--- src/rtl/irq_hub_pkg.sv ---
package irq_hub_pkg;

  localparam int unsigned STATUS_OFS = 0;
  localparam int unsigned MASK_OFS   = 4;

  typedef enum logic [1:0] {
    SEL_STATUS = 2'd0,
    SEL_MASK   = 2'd1,
    SEL_NONE   = 2'd2
  } reg_sel_e;

endpackage

--- src/rtl/irq_edge_detect.sv ---
module irq_edge_detect #(
  parameter int unsigned N = 11
) (
  input  logic         clk,
  input  logic         rst_n,
  input  logic [N-1:0] lines_i,
  output logic [N-1:0] rise_o
);

  logic [N-1:0] prev_q;

  for (genvar i = 0; i < N; i++) begin : g_line
    always_ff @(posedge clk or negedge rst_n) begin
      if (!rst_n) prev_q[i] <= 1'b0;
      else        prev_q[i] <= lines_i[i];
    end
    assign rise_o[i] = lines_i[i] & ~prev_q[i];
  end

endmodule

--- src/rtl/irq_bus_decode.sv ---
module irq_bus_decode
  import irq_hub_pkg::*;
#(
  parameter int unsigned ADDR_W = 8
) (
  input  logic              valid_i,
  input  logic              write_i,
  input  logic [ADDR_W-1:0] addr_i,
  output reg_sel_e          sel_o,
  output logic              wr_status_o,
  output logic              wr_mask_o,
  output logic              rd_en_o
);

  function automatic reg_sel_e decode_offset(input logic [ADDR_W-1:0] a);
    if (a == ADDR_W'(STATUS_OFS))    return SEL_STATUS;
    else if (a == ADDR_W'(MASK_OFS)) return SEL_MASK;
    else                             return SEL_NONE;
  endfunction

  always_comb begin
    sel_o       = decode_offset(addr_i);
    wr_status_o = valid_i & write_i & (sel_o == SEL_STATUS);
    wr_mask_o   = valid_i & write_i & (sel_o == SEL_MASK);
    rd_en_o     = valid_i & ~write_i;
  end

endmodule

--- src/rtl/irq_reg_file.sv ---
module irq_reg_file
  import irq_hub_pkg::*;
#(
  parameter int unsigned N      = 11,
  parameter int unsigned DATA_W = 32
) (
  input  logic              clk,
  input  logic              rst_n,
  input  logic [N-1:0]      rise_i,
  input  logic              wr_status_i,
  input  logic              wr_mask_i,
  input  logic              rd_en_i,
  input  reg_sel_e          rd_sel_i,
  input  logic [N-1:0]      wdata_i,
  output logic [N-1:0]      status_o,
  output logic [N-1:0]      mask_o,
  output logic [DATA_W-1:0] rdata_o
);

  logic [N-1:0]      status_q, mask_q, status_d;
  logic [DATA_W-1:0] rdata_q, rd_word;

  // Acknowledge ANDs, then new edges OR in so a same-cycle edge survives.
  function automatic logic [N-1:0] status_update(
    input logic [N-1:0] cur, input logic ack, input logic [N-1:0] keep,
    input logic [N-1:0] rise);
    logic [N-1:0] t;
    t = ack ? (cur & keep) : cur;
    return t | rise;
  endfunction

  function automatic logic [DATA_W-1:0] widen(input logic [N-1:0] v);
    logic [DATA_W-1:0] w;
    w = '0;
    w[N-1:0] = v;
    return w;
  endfunction

  always_comb begin
    status_d = status_update(status_q, wr_status_i, wdata_i, rise_i);
    unique case (rd_sel_i)
      SEL_STATUS: rd_word = widen(status_q);
      SEL_MASK:   rd_word = widen(mask_q);
      default:    rd_word = '1;
    endcase
  end

  always_ff @(posedge clk or negedge rst_n) begin
    if (!rst_n) begin
      status_q <= '0;
      mask_q   <= '0;
      rdata_q  <= '0;
    end else begin
      status_q <= status_d;
      if (wr_mask_i) mask_q  <= wdata_i;
      if (rd_en_i)   rdata_q <= rd_word;
    end
  end

  assign status_o = status_q;
  assign mask_o   = mask_q;
  assign rdata_o  = rdata_q;

endmodule

--- src/rtl/irq_req_gen.sv ---
module irq_req_gen #(
  parameter int unsigned N = 11
) (
  input  logic         clk,
  input  logic         rst_n,
  input  logic [N-1:0] status_i,
  input  logic [N-1:0] mask_i,
  output logic         pending_o,
  output logic         req_o
);

  function automatic logic any_enabled(input logic [N-1:0] s, input logic [N-1:0] m);
    return |(s & m);
  endfunction

  assign pending_o = any_enabled(status_i, mask_i);

  always_ff @(posedge clk or negedge rst_n) begin
    if (!rst_n) req_o <= 1'b0;
    else        req_o <= pending_o;
  end

endmodule

--- src/rtl/irq_hub.sv ---
module irq_hub
  import irq_hub_pkg::*;
#(
  parameter int unsigned NUM_LINES = 11,
  parameter int unsigned DATA_W    = 32,
  parameter int unsigned ADDR_W    = 8
) (
  input  logic                 clk,
  input  logic                 rst_n,
  input  logic [NUM_LINES-1:0] irq_lines_i,
  input  logic                 bus_valid_i,
  input  logic                 bus_write_i,
  input  logic [ADDR_W-1:0]    bus_addr_i,
  input  logic [DATA_W-1:0]    bus_wdata_i,
  output logic [DATA_W-1:0]    bus_rdata_o,
  output logic                 irq_req_o
);

  // Named internal events, observed by the bound checker.
  logic [NUM_LINES-1:0] rise_vec;
  logic [NUM_LINES-1:0] status_q;
  logic [NUM_LINES-1:0] mask_q;
  logic                 wr_status;
  logic                 wr_mask;
  logic                 rd_en;
  logic                 pending;
  reg_sel_e             rd_sel;
  logic                 unused_wdata_hi;

  assign unused_wdata_hi = ^bus_wdata_i[DATA_W-1:NUM_LINES];

  irq_edge_detect #(.N(NUM_LINES)) u_edge (
    .clk     (clk),
    .rst_n   (rst_n),
    .lines_i (irq_lines_i),
    .rise_o  (rise_vec)
  );

  irq_bus_decode #(.ADDR_W(ADDR_W)) u_dec (
    .valid_i     (bus_valid_i),
    .write_i     (bus_write_i),
    .addr_i      (bus_addr_i),
    .sel_o       (rd_sel),
    .wr_status_o (wr_status),
    .wr_mask_o   (wr_mask),
    .rd_en_o     (rd_en)
  );

  irq_reg_file #(.N(NUM_LINES), .DATA_W(DATA_W)) u_regs (
    .clk         (clk),
    .rst_n       (rst_n),
    .rise_i      (rise_vec),
    .wr_status_i (wr_status),
    .wr_mask_i   (wr_mask),
    .rd_en_i     (rd_en),
    .rd_sel_i    (rd_sel),
    .wdata_i     (bus_wdata_i[NUM_LINES-1:0]),
    .status_o    (status_q),
    .mask_o      (mask_q),
    .rdata_o     (bus_rdata_o)
  );

  irq_req_gen #(.N(NUM_LINES)) u_req (
    .clk       (clk),
    .rst_n     (rst_n),
    .status_i  (status_q),
    .mask_i    (mask_q),
    .pending_o (pending),
    .req_o     (irq_req_o)
  );

endmodule

--- config.mk ---
export PLATFORM = sky130hd
export DESIGN_NAME = irq_hub
export DESIGN_NICKNAME = d
export VERILOG_FILES = /design/src/rtl/irq_hub_pkg.sv /design/src/rtl/irq_edge_detect.sv /design/src/rtl/irq_bus_decode.sv /design/src/rtl/irq_reg_file.sv /design/src/rtl/irq_req_gen.sv /design/src/rtl/irq_hub.sv
export SDC_FILE = /design/constraint.sdc
export NUM_CORES = 1
export LEC_CHECK = 0
export ABC_AREA = 1
export CAP_MARGIN = 20
export CORE_MARGIN = 3
export CORE_UTILIZATION = 50
export DETAILED_ROUTE_END_ITERATION = 10
export DONT_BUFFER_PORTS = 1
export PLACE_DENSITY = 0.76
export RECOVER_POWER = 25
export SLEW_MARGIN = 20
export SYNTH_ARGS = -nofsm -noshare
export SYNTH_HDL_FRONTEND = slang
export SYNTH_SLANG_ARGS = --single-unit
--- constraint.sdc ---
create_clock -name clk -period 1.1 [get_ports clk]
set_input_delay 0.055 -clock clk [delete_from_list [all_inputs] [get_ports clk]]
set_output_delay 0.055 -clock clk [all_outputs]
set_load 0.01 [all_outputs]
## After elaboration in Yosys (flattened, before gate mapping)

Index checks and enable logic that the tools add are counted.
W data, S select, Z words.

| storage, ports and cells | value |
|---|---|
| bits of input ports | 55 |
| memory bits (writable) | 0 |
| memories kept | 0 |
| flip-flop bits (word level) | 66 |
| word-level logic and storage cells | 54 |
| bits in latches | 0 |
| ROM bits | 0 |

| operators by class | value |
|---|---|
| bitwise gates (word level) | 30 |
| eq/ne operators | 2 |
| multiply operators | 0 |
| add/sub/neg operators | 0 |
| shifts and indexed selects | 0 |
| mux-type cells | 4 |
| reductions and logical operators | 3 |
| order comparisons | 0 |
| divide/modulo/power cells | 0 |

Operator list:

| cell | count |
|---|---|
| $pmux W32 S2 | 1 |
| $and A11 B11 Y11 | 2 |
| $and A1 B1 Y1 | 15 |
| $not A1 Y1 | 12 |
| $mux W11 | 1 |
| $or A11 B11 Y11 | 1 |
| $reduce_or A11 Y1 | 1 |
| $eq A8 B3 Y1 const B | 1 |
| $logic_not A8 Y1 | 1 |
| $mux W2 | 2 |
| $eq A2 B1 Y1 const B | 1 |
| $logic_not A2 Y1 | 1 |

## Depth between registers and ports, before layout

Gate-level depths: netlist of run 1.

| logic depth | value |
|---|---|
| word-level depth | 7 |
| depth in mapped cells | 9 |
| mapped depth without buffers | 7 |

## By module

Synthesis of run 1 repeated with hierarchy kept, for this count alone.

| second synthesis, totals | value |
|---|---|
| cell total of the unflattened synthesis | 261 |
| area, all modules | 2178.3 um^2 |

Modules (own cells, without submodules):

| module | times used | cells an instance | area each (um^2) | seq. area each (um^2) |
|---|---|---|---|---|
| irq_reg_file | 1 | 189 | 1619.1 | 850.8 |
| irq_edge_detect | 1 | 33 | 385.4 | 275.3 |
| irq_req_gen | 1 | 22 | 105.1 | 25.0 |
| irq_bus_decode | 1 | 17 | 68.8 | 0.0 |

## Worst setup path before layout of run 1

Ideal clock, no wire load.

| timing path | value |
|---|---|
| path kind | flip-flop to flip-flop |
| from | register, netlist name u_regs.rdata_o[30] |
| to | register u_regs.rdata_q[30], in the netlist u_regs.rdata_o[30] |
| data required time | 1.022 ns |
| setup slack | 0.150 ns |
| arrival | 0.873 ns |
| cell stages (with the launch flop) | 3 |
| path buffers | 0 |
| library setup time | 0.078 ns |
| path through | dfrtp_1 -> nor2_1 -> a21oi_1 |

RTL lines:

| element | line | source |
|---|---|---|
| end signal: assignment | irq_reg_file.sv:56 | `if (rd_en_i) rdata_q <= rd_word;` |
| end: declaration | irq_reg_file.sv:21 | `logic [DATA_W-1:0] rdata_q, rd_word;` |

## Final worst setup path of run 1

| timing path | value |
|---|---|
| from | register u_regs.status_q[10], in the netlist u_regs.status_o[10] |
| to | register u_req.req_o |

| between the ends | value |
|---|---|
| word-level cells in the longest chain between the ends | 2 |

Ends and longest elaborated chain:

| element | line | source |
|---|---|---|
| start: declaration | irq_reg_file.sv:20 | `logic [N-1:0] status_q, mask_q, status_d;` |
| start signal: assignment | irq_reg_file.sv:54 | `status_q <= status_d;` |
| $and A11 B11 Y11 | irq_req_gen.sv:13 | `return \|(s & m);` |
| $reduce_or A11 Y1 | irq_req_gen.sv:13 |  |
| net pending | irq_hub.sv:26 | `logic pending;` |
| end signal: assignment | irq_req_gen.sv:20 | `else req_o <= pending_o;` |
| end: declaration | irq_req_gen.sv:9 | `output logic req_o` |

The timed path passes the listed nets, and every way through them passes these cells.
A chain may end at the register's enable or synchronous reset.

==> metrics.cfg, run 1 <==
[layout]
antenna_cells = 0
layout.cells.non_filler = 350
syn2layout_area_growth_pct = 13.0
finalInstanceArea_um2 = 2610
drive_gt1_share_pct = 10.1
finalNetCount = 352
finish.utilization_pct = 59.2

[synth]
async_reset_ff_share_pct = 100
avgSynthCellArea_um2 = 8.11
seq_area_frac_synth_pct = 49.8
yosysWarnings = 0
synth_nets = 340
synth_seq_cells = 46
synth_most_common_cell = nand2_1
synth_top_area_share_pct = 49.8
yosys.area.top_type = dfrtp_1
synth.area.top_cells = dfrtp_1, nand2_1, buf_4
syn_area_um2 = 2310
netlist-cell-type-count = 22
synth_edf_count = 0
synthFlopType = dfrtp_1
syn_inst = 285
synth_common_cells = nand2_1, dfrtp_1, nand3_1, nor2_1, inv_1

[grt]
overflow = 0
grt_max_degree = 47
track_usage_pct = 18.4
grt_pass1_wl_mm = 7.69
antenna_found_initial = 0
grt_pass1_vias = 1678

[clocking]
clock_latency_ns = 0.30
cts.sinks = 46
cts.repair.resized = 0
clockRootBuffer = clkbuf_8
cts_buffers = 5
htreeDepth = 2
cts_tree = built
ctsHoldBuffers = 23
clockBufferDepth = 2
path_clk_slew_ns = 0.09

[setup_path]
r2r_slack_ns = 0.08
path_common_cell = nand2_1
slowest_stage = dfrtp_1
worstSetupEndpointType = flop
crit_path_max_incr_delay_ns = 0.42
r2r-end = u_req.req_o
reg2reg_from = u_regs.status_o[10]
path_max_fanout = 4
path_class = reg2reg
critical_path.top_delay_family = flip-flops
ff2ff_path_depth = 4
worstPathBufferInverterCount = 0
critPathArrivalTime_ns = 1.21
path_cells = nand2_1 > nand2_1 > a211oi_1 > nand2_1
required_ns = 1.28
cp-start-kind = flop

[floorplanning]
start_util_pct = 52.4
die_area_um2 = 5470
core_um2 = 4410
fp-row-count = 24
ios = 88
die_w_um = 74.0
die_h_um = 74.0

[sta]
relSlewSlack_pct = 70.9
postLayoutSetupSlackWorst_ns = 0.0766
post-route-period-util_pct = 93.0
worst_pin_slew_ns = 0.436
finalMaxSlewViolations = 0
holdWs_ns = -0.568
max_clock_freq_mhz = 977
tns_ns = 0
finClkSkew_ns = 0.00664
hold_violations = 46
rsz0062_at_grt = no
finalSetupViolCount = 0
period_needed_ns = 1.02

[route]
dr.pass1.iters = 4
drc_errors = 0
ant_nets = 0
dr_total_vias = 1737
wl_mm = 4.64
viasPerCell = 4.96
wl_per_cell_um = 13.3
first_iter_violations = 143

[place]
port_buffers = 0
dpl.cell_count = 319
gp_congestion = 0.795
placed_area_um2 = 2270
hpwlAfterDp_mm = 3.35
pre_cts_ws_ns = -0.0289

[run_status]
status = complete, but fails checks
violations = hold timing

[flow_run]
cap_violations = 0

[power_and_ir_drop]
vdd_drop_max_mv = 0.897
p_leak_nw = 1.29
p_per_area_nw_per_um2 = 1250
power_mw = 3.28

[min_path]
hold_path.class = in2async

==> report_power, final <==
part           switching [mW]  internal, mW
clock                   0.599         0.676
sequential             0.0257          1.73
combinational           0.122         0.122
==> state kept, by name (all words and copies together) (netlist names) <==
name             cells
u_req.req_o          1
u_regs.rdata_o      12
u_regs.status_o     11
u_regs.mask_o       11
u_edge.prev_q       11
==> cell usage in the layout (no fill, tap or decap) <==
cell type,count
a211oi_1,1
a21oi_1,1
buf_12,1
buf_4,11
bufinv_16,1
clkbuf_8,5
clkinvlp_4,2
dfrtp_1,45
dfrtp_2,1
dlygate4sd3_1,23
inv_1,27
inv_4,1
nand2_1,83
nand2_4,1
nand3_1,31
nand3b_1,11
nand4_1,3
nor2_1,31
nor2_2,1
nor2_4,2
nor2_8,1
o211ai_1,2
o21ai_0,8
o21ai_1,2
or2_2,3
==> layer usage <==
metal / vias to the layer above / GRT usage (%) / routed length (µm)
met5: - / 0 / 0
met4: 0 / 7.04 / 102
met3: 8 / 5.27 / 371
met2: 64 / 29.0 / 2110
met1: 765 / 24.2 / 2060
li1: 900 / - / -
==> worst max-delay path by stage <==
stage | cells past startpoint | endpoint | start
after global routing | 1 | bus_rdata_o[30] | u_regs.rdata_o[30]
after global placement | 6 | u_regs.status_o[9] | bus_addr_i[7]
after CTS | 1 | bus_rdata_o[15] | u_regs.rdata_o[30]
after floorplan | 2 | u_regs.rdata_o[30] | u_regs.rdata_o[30]
after detailed placement | 6 | u_regs.status_o[3] | bus_addr_i[7]
final | 4 | u_req.req_o | u_regs.status_o[10]
==> cells by family (layout without fill, tap and decap cells) <==
family                 count (synthesis)  after routing  synth area share [%]
buffers and inverters                 58             71                  13.8
flip-flops                            46             46                  49.8
AO/OA/AOI/OAI                         14             14                  3.36
AND/OR/NAND/NOR                      167            167                  33.0
==> timing repair <==
item,CTS,global route
setup buffers,0,0
hold endpoints to repair,87,46
endpoints found under the setup margin,0,0
==> layout make-up <==
type	instances	area, µm²
multi-input combinational	181	841
timing repair buffer	35	333
fill	376	1800
sequential	46	1150
tap	52	65.1
clock inverter	3	45.0
clock buffer	5	68.8
inverter	28	108
(Power assumes the default switching activity.)
==> run 2: changes to the inputs <==
--- a/config.mk
+++ b/config.mk
@@ -11,7 +11,7 @@
 export CORE_UTILIZATION = 50
 export DETAILED_ROUTE_END_ITERATION = 10
 export DONT_BUFFER_PORTS = 1
-export PLACE_DENSITY = 0.76
+export PLACE_DENSITY_LB_ADDON = 0.08
 export RECOVER_POWER = 25
 export SLEW_MARGIN = 20
 export SYNTH_ARGS = -nofsm -noshare
==> run 2 against run 1 <==
The run still ends with hold timing left. Sequential power about the same. Cell area increased by 0.53%. Combinational power decreased by 2%. Largest cell class unchanged. Largest power group unchanged.
==> metrics.cfg, run 2 (synthesis gave the netlist of run 1 again) <==
[grt]
grt_pass1_vias = 1566  ; -6.7%
grt_pass1_wl_mm = 7.45  ; -3.1%
overflow = 0  ; unchanged
antenna_found_initial = 0  ; unchanged
grt_max_degree = 47  ; unchanged
track_usage_pct = 18.0  ; -0.46 points

[route]
dr.pass1.iters = 5  ; +1
first_iter_violations = 82  ; -43%
drc_errors = 0  ; unchanged
viasPerCell = 4.96  ; -0.11%
dr_total_vias = 1740  ; +0.17%
wl_mm = 4.61  ; -0.75%
wl_per_cell_um = 13.1  ; -1.0%
ant_nets = 0  ; unchanged

[sta]
finalMaxSlewViolations = 0  ; unchanged
finClkSkew_ns = 0.00519  ; -0.00145 ns
holdWs_ns = -0.559  ; +0.00843 ns
finalSetupViolCount = 0  ; unchanged
hold_violations = 46  ; unchanged
post-route-period-util_pct = 91.9  ; -1.1 points
rsz0062_at_grt = no
worst_pin_slew_ns = 0.352  ; -0.0842 ns
relSlewSlack_pct = 76.5  ; +5.6 points
max_clock_freq_mhz = 989  ; +1.2%
period_needed_ns = 1.01  ; -0.0126 ns

[clocking]
postCtsSetupRepairBufs = 0  ; unchanged
clockRootBuffer = clkbuf_8
cts_buffers = 5  ; unchanged
path_clk_slew_ns = 0.09  ; about the same
cts.repair.resized = 0  ; unchanged
htreeDepth = 2  ; unchanged
cts_tree = built
clock_latency_ns = 0.30  ; about the same
clockBufferDepth = 2  ; unchanged
cts.sinks = 46  ; unchanged
ctsHoldBuffers = 23  ; unchanged

[layout]
layout.cells.non_filler = 351  ; +0.29%
finalNetCount = 354  ; +0.57%
seq_area_um2 = 1150  ; unchanged
multiInputGateArea_um2 = 841  ; unchanged
syn2layout_area_growth_pct = 13.6
mostFrequentLayoutCell = nand2_1
drive_gt1_share_pct = 10.4  ; +0.30 points
antenna_cells = 0  ; unchanged
mostFrequentLayoutCells = nand2_1, dfrtp_1, nor2_1, nand3_1, inv_1
largest_reg_flops = 12  ; unchanged
fillCellCount = 395  ; +5.1%
finish.utilization_pct = 59.5  ; +0.31 points

[setup_path]
r2r_slack_ns = 0.12  ; +0.04 ns
ff2ff_path_depth = 4  ; unchanged
worstPathBufferInverterCount = 1  ; +1
required_ns = 1.04  ; -0.24 ns
crit_path_max_incr_delay_ns = 0.39  ; -0.03 ns
path_cells = buf_12
critPathArrivalTime_ns = 0.96  ; -0.25 ns
path_max_fanout = 21  ; +17
cp-start-kind = flop
worstSetupEndpointType = output pin
reg2reg_from = u_regs.mask_o[10]
r2r-end = u_req.req_o
critical_path.top_delay_family = flip-flops
slowest_stage = dfrtp_2
path_class = reg2out

[min_path]
hold_path.class = in2async

[floorplanning]
start_util_pct = 52.4  ; unchanged
die_h_um = 74.0  ; unchanged
die_area_um2 = 5470  ; unchanged
core_um2 = 4410  ; unchanged
fp-row-count = 24  ; unchanged
die_w_um = 74.0  ; unchanged
ios = 88  ; unchanged

[place]
port_buffers = 0  ; unchanged
dpl.cell_count = 321  ; +0.63%
hpwlAfterDp_mm = 3.28  ; -2.0%
gp_congestion = 0.782  ; -1.5%

[run_status]
violations = hold timing
status = complete, but fails checks

[power_and_ir_drop]
power_mw = 3.28  ; +0.11%
p_per_area_nw_per_um2 = 1250  ; -0.41%
p_leak_nw = 1.31  ; +1.2%
vdd_drop_max_mv = 0.670  ; -25%

[flow_run]
cap_violations = 0  ; unchanged

## run 2: changes by cell type in the layout (fill, tap and decap cells not counted)
cell        previous run  this run
clkbuf_8               5         6
buf_4                 11        13
clkinvlp_4             2         0
## run 2: metal layers
| layer | GRT usage [%] | vias to the layer above | part of all wire (%) |
|---|---|---|---|
| met3 | 3.78 | 5 | 5.6 |
| li1 | - | 905 | - |
| met1 | 25.5 | 783 | 50 |
| met5 | 0 | - | 0 |
| met2 | 27.6 | 47 | 44 |
| met4 | 6.04 | 0 | 1.0 |
## run 2: layout make-up
class	count	share of cell area [%]
Clock buffer	6	3.14
Multi-Input combinational cell	181	32.0
Clock inverter	1	1.14
Inverter	28	4.10
Timing Repair Buffer	37	13.2
Tap cell	52	2.48
Sequential cell	46	43.9
## run 2: how the worst max path moves through the flow
stage                             from                  to  slack, ns  cells after the start
floorplan           u_regs.rdata_o[30]  u_regs.rdata_o[30]       0.15                      2
global placement         bus_addr_i[7]   u_regs.rdata_o[7]      -0.02                      7
global route        u_regs.rdata_o[30]     bus_rdata_o[14]       0.05                      1
finish              u_regs.rdata_o[30]     bus_rdata_o[12]       0.09                      1
CTS                 u_regs.rdata_o[30]     bus_rdata_o[12]       0.08                      1
detailed placement       bus_addr_i[5]   u_regs.rdata_o[8]      -0.03                      7
## run 2: stage by stage
stage / area, µm² / hold WS (ns) / setup slack [ns] / TNS, ns
CTS: 2630 / -0.567 / 0.0786 / 0
global route: 2630 / -0.576 / 0.0481 / 0
finish: 2630 / -0.559 / 0.0892 / 0
floorplan: 2310 / -0.241 / 0.150 / 0
global placement: 2280 / -0.239 / -0.0161 / -0.0183
detailed placement: 2280 / -0.239 / -0.0252 / -0.0379
## run 2: power by group
part / internal (mW) / switching [mW]
Clock: 0.727 / 0.557
Sequential: 1.73 / 0.0250
Combinational: 0.120 / 0.119
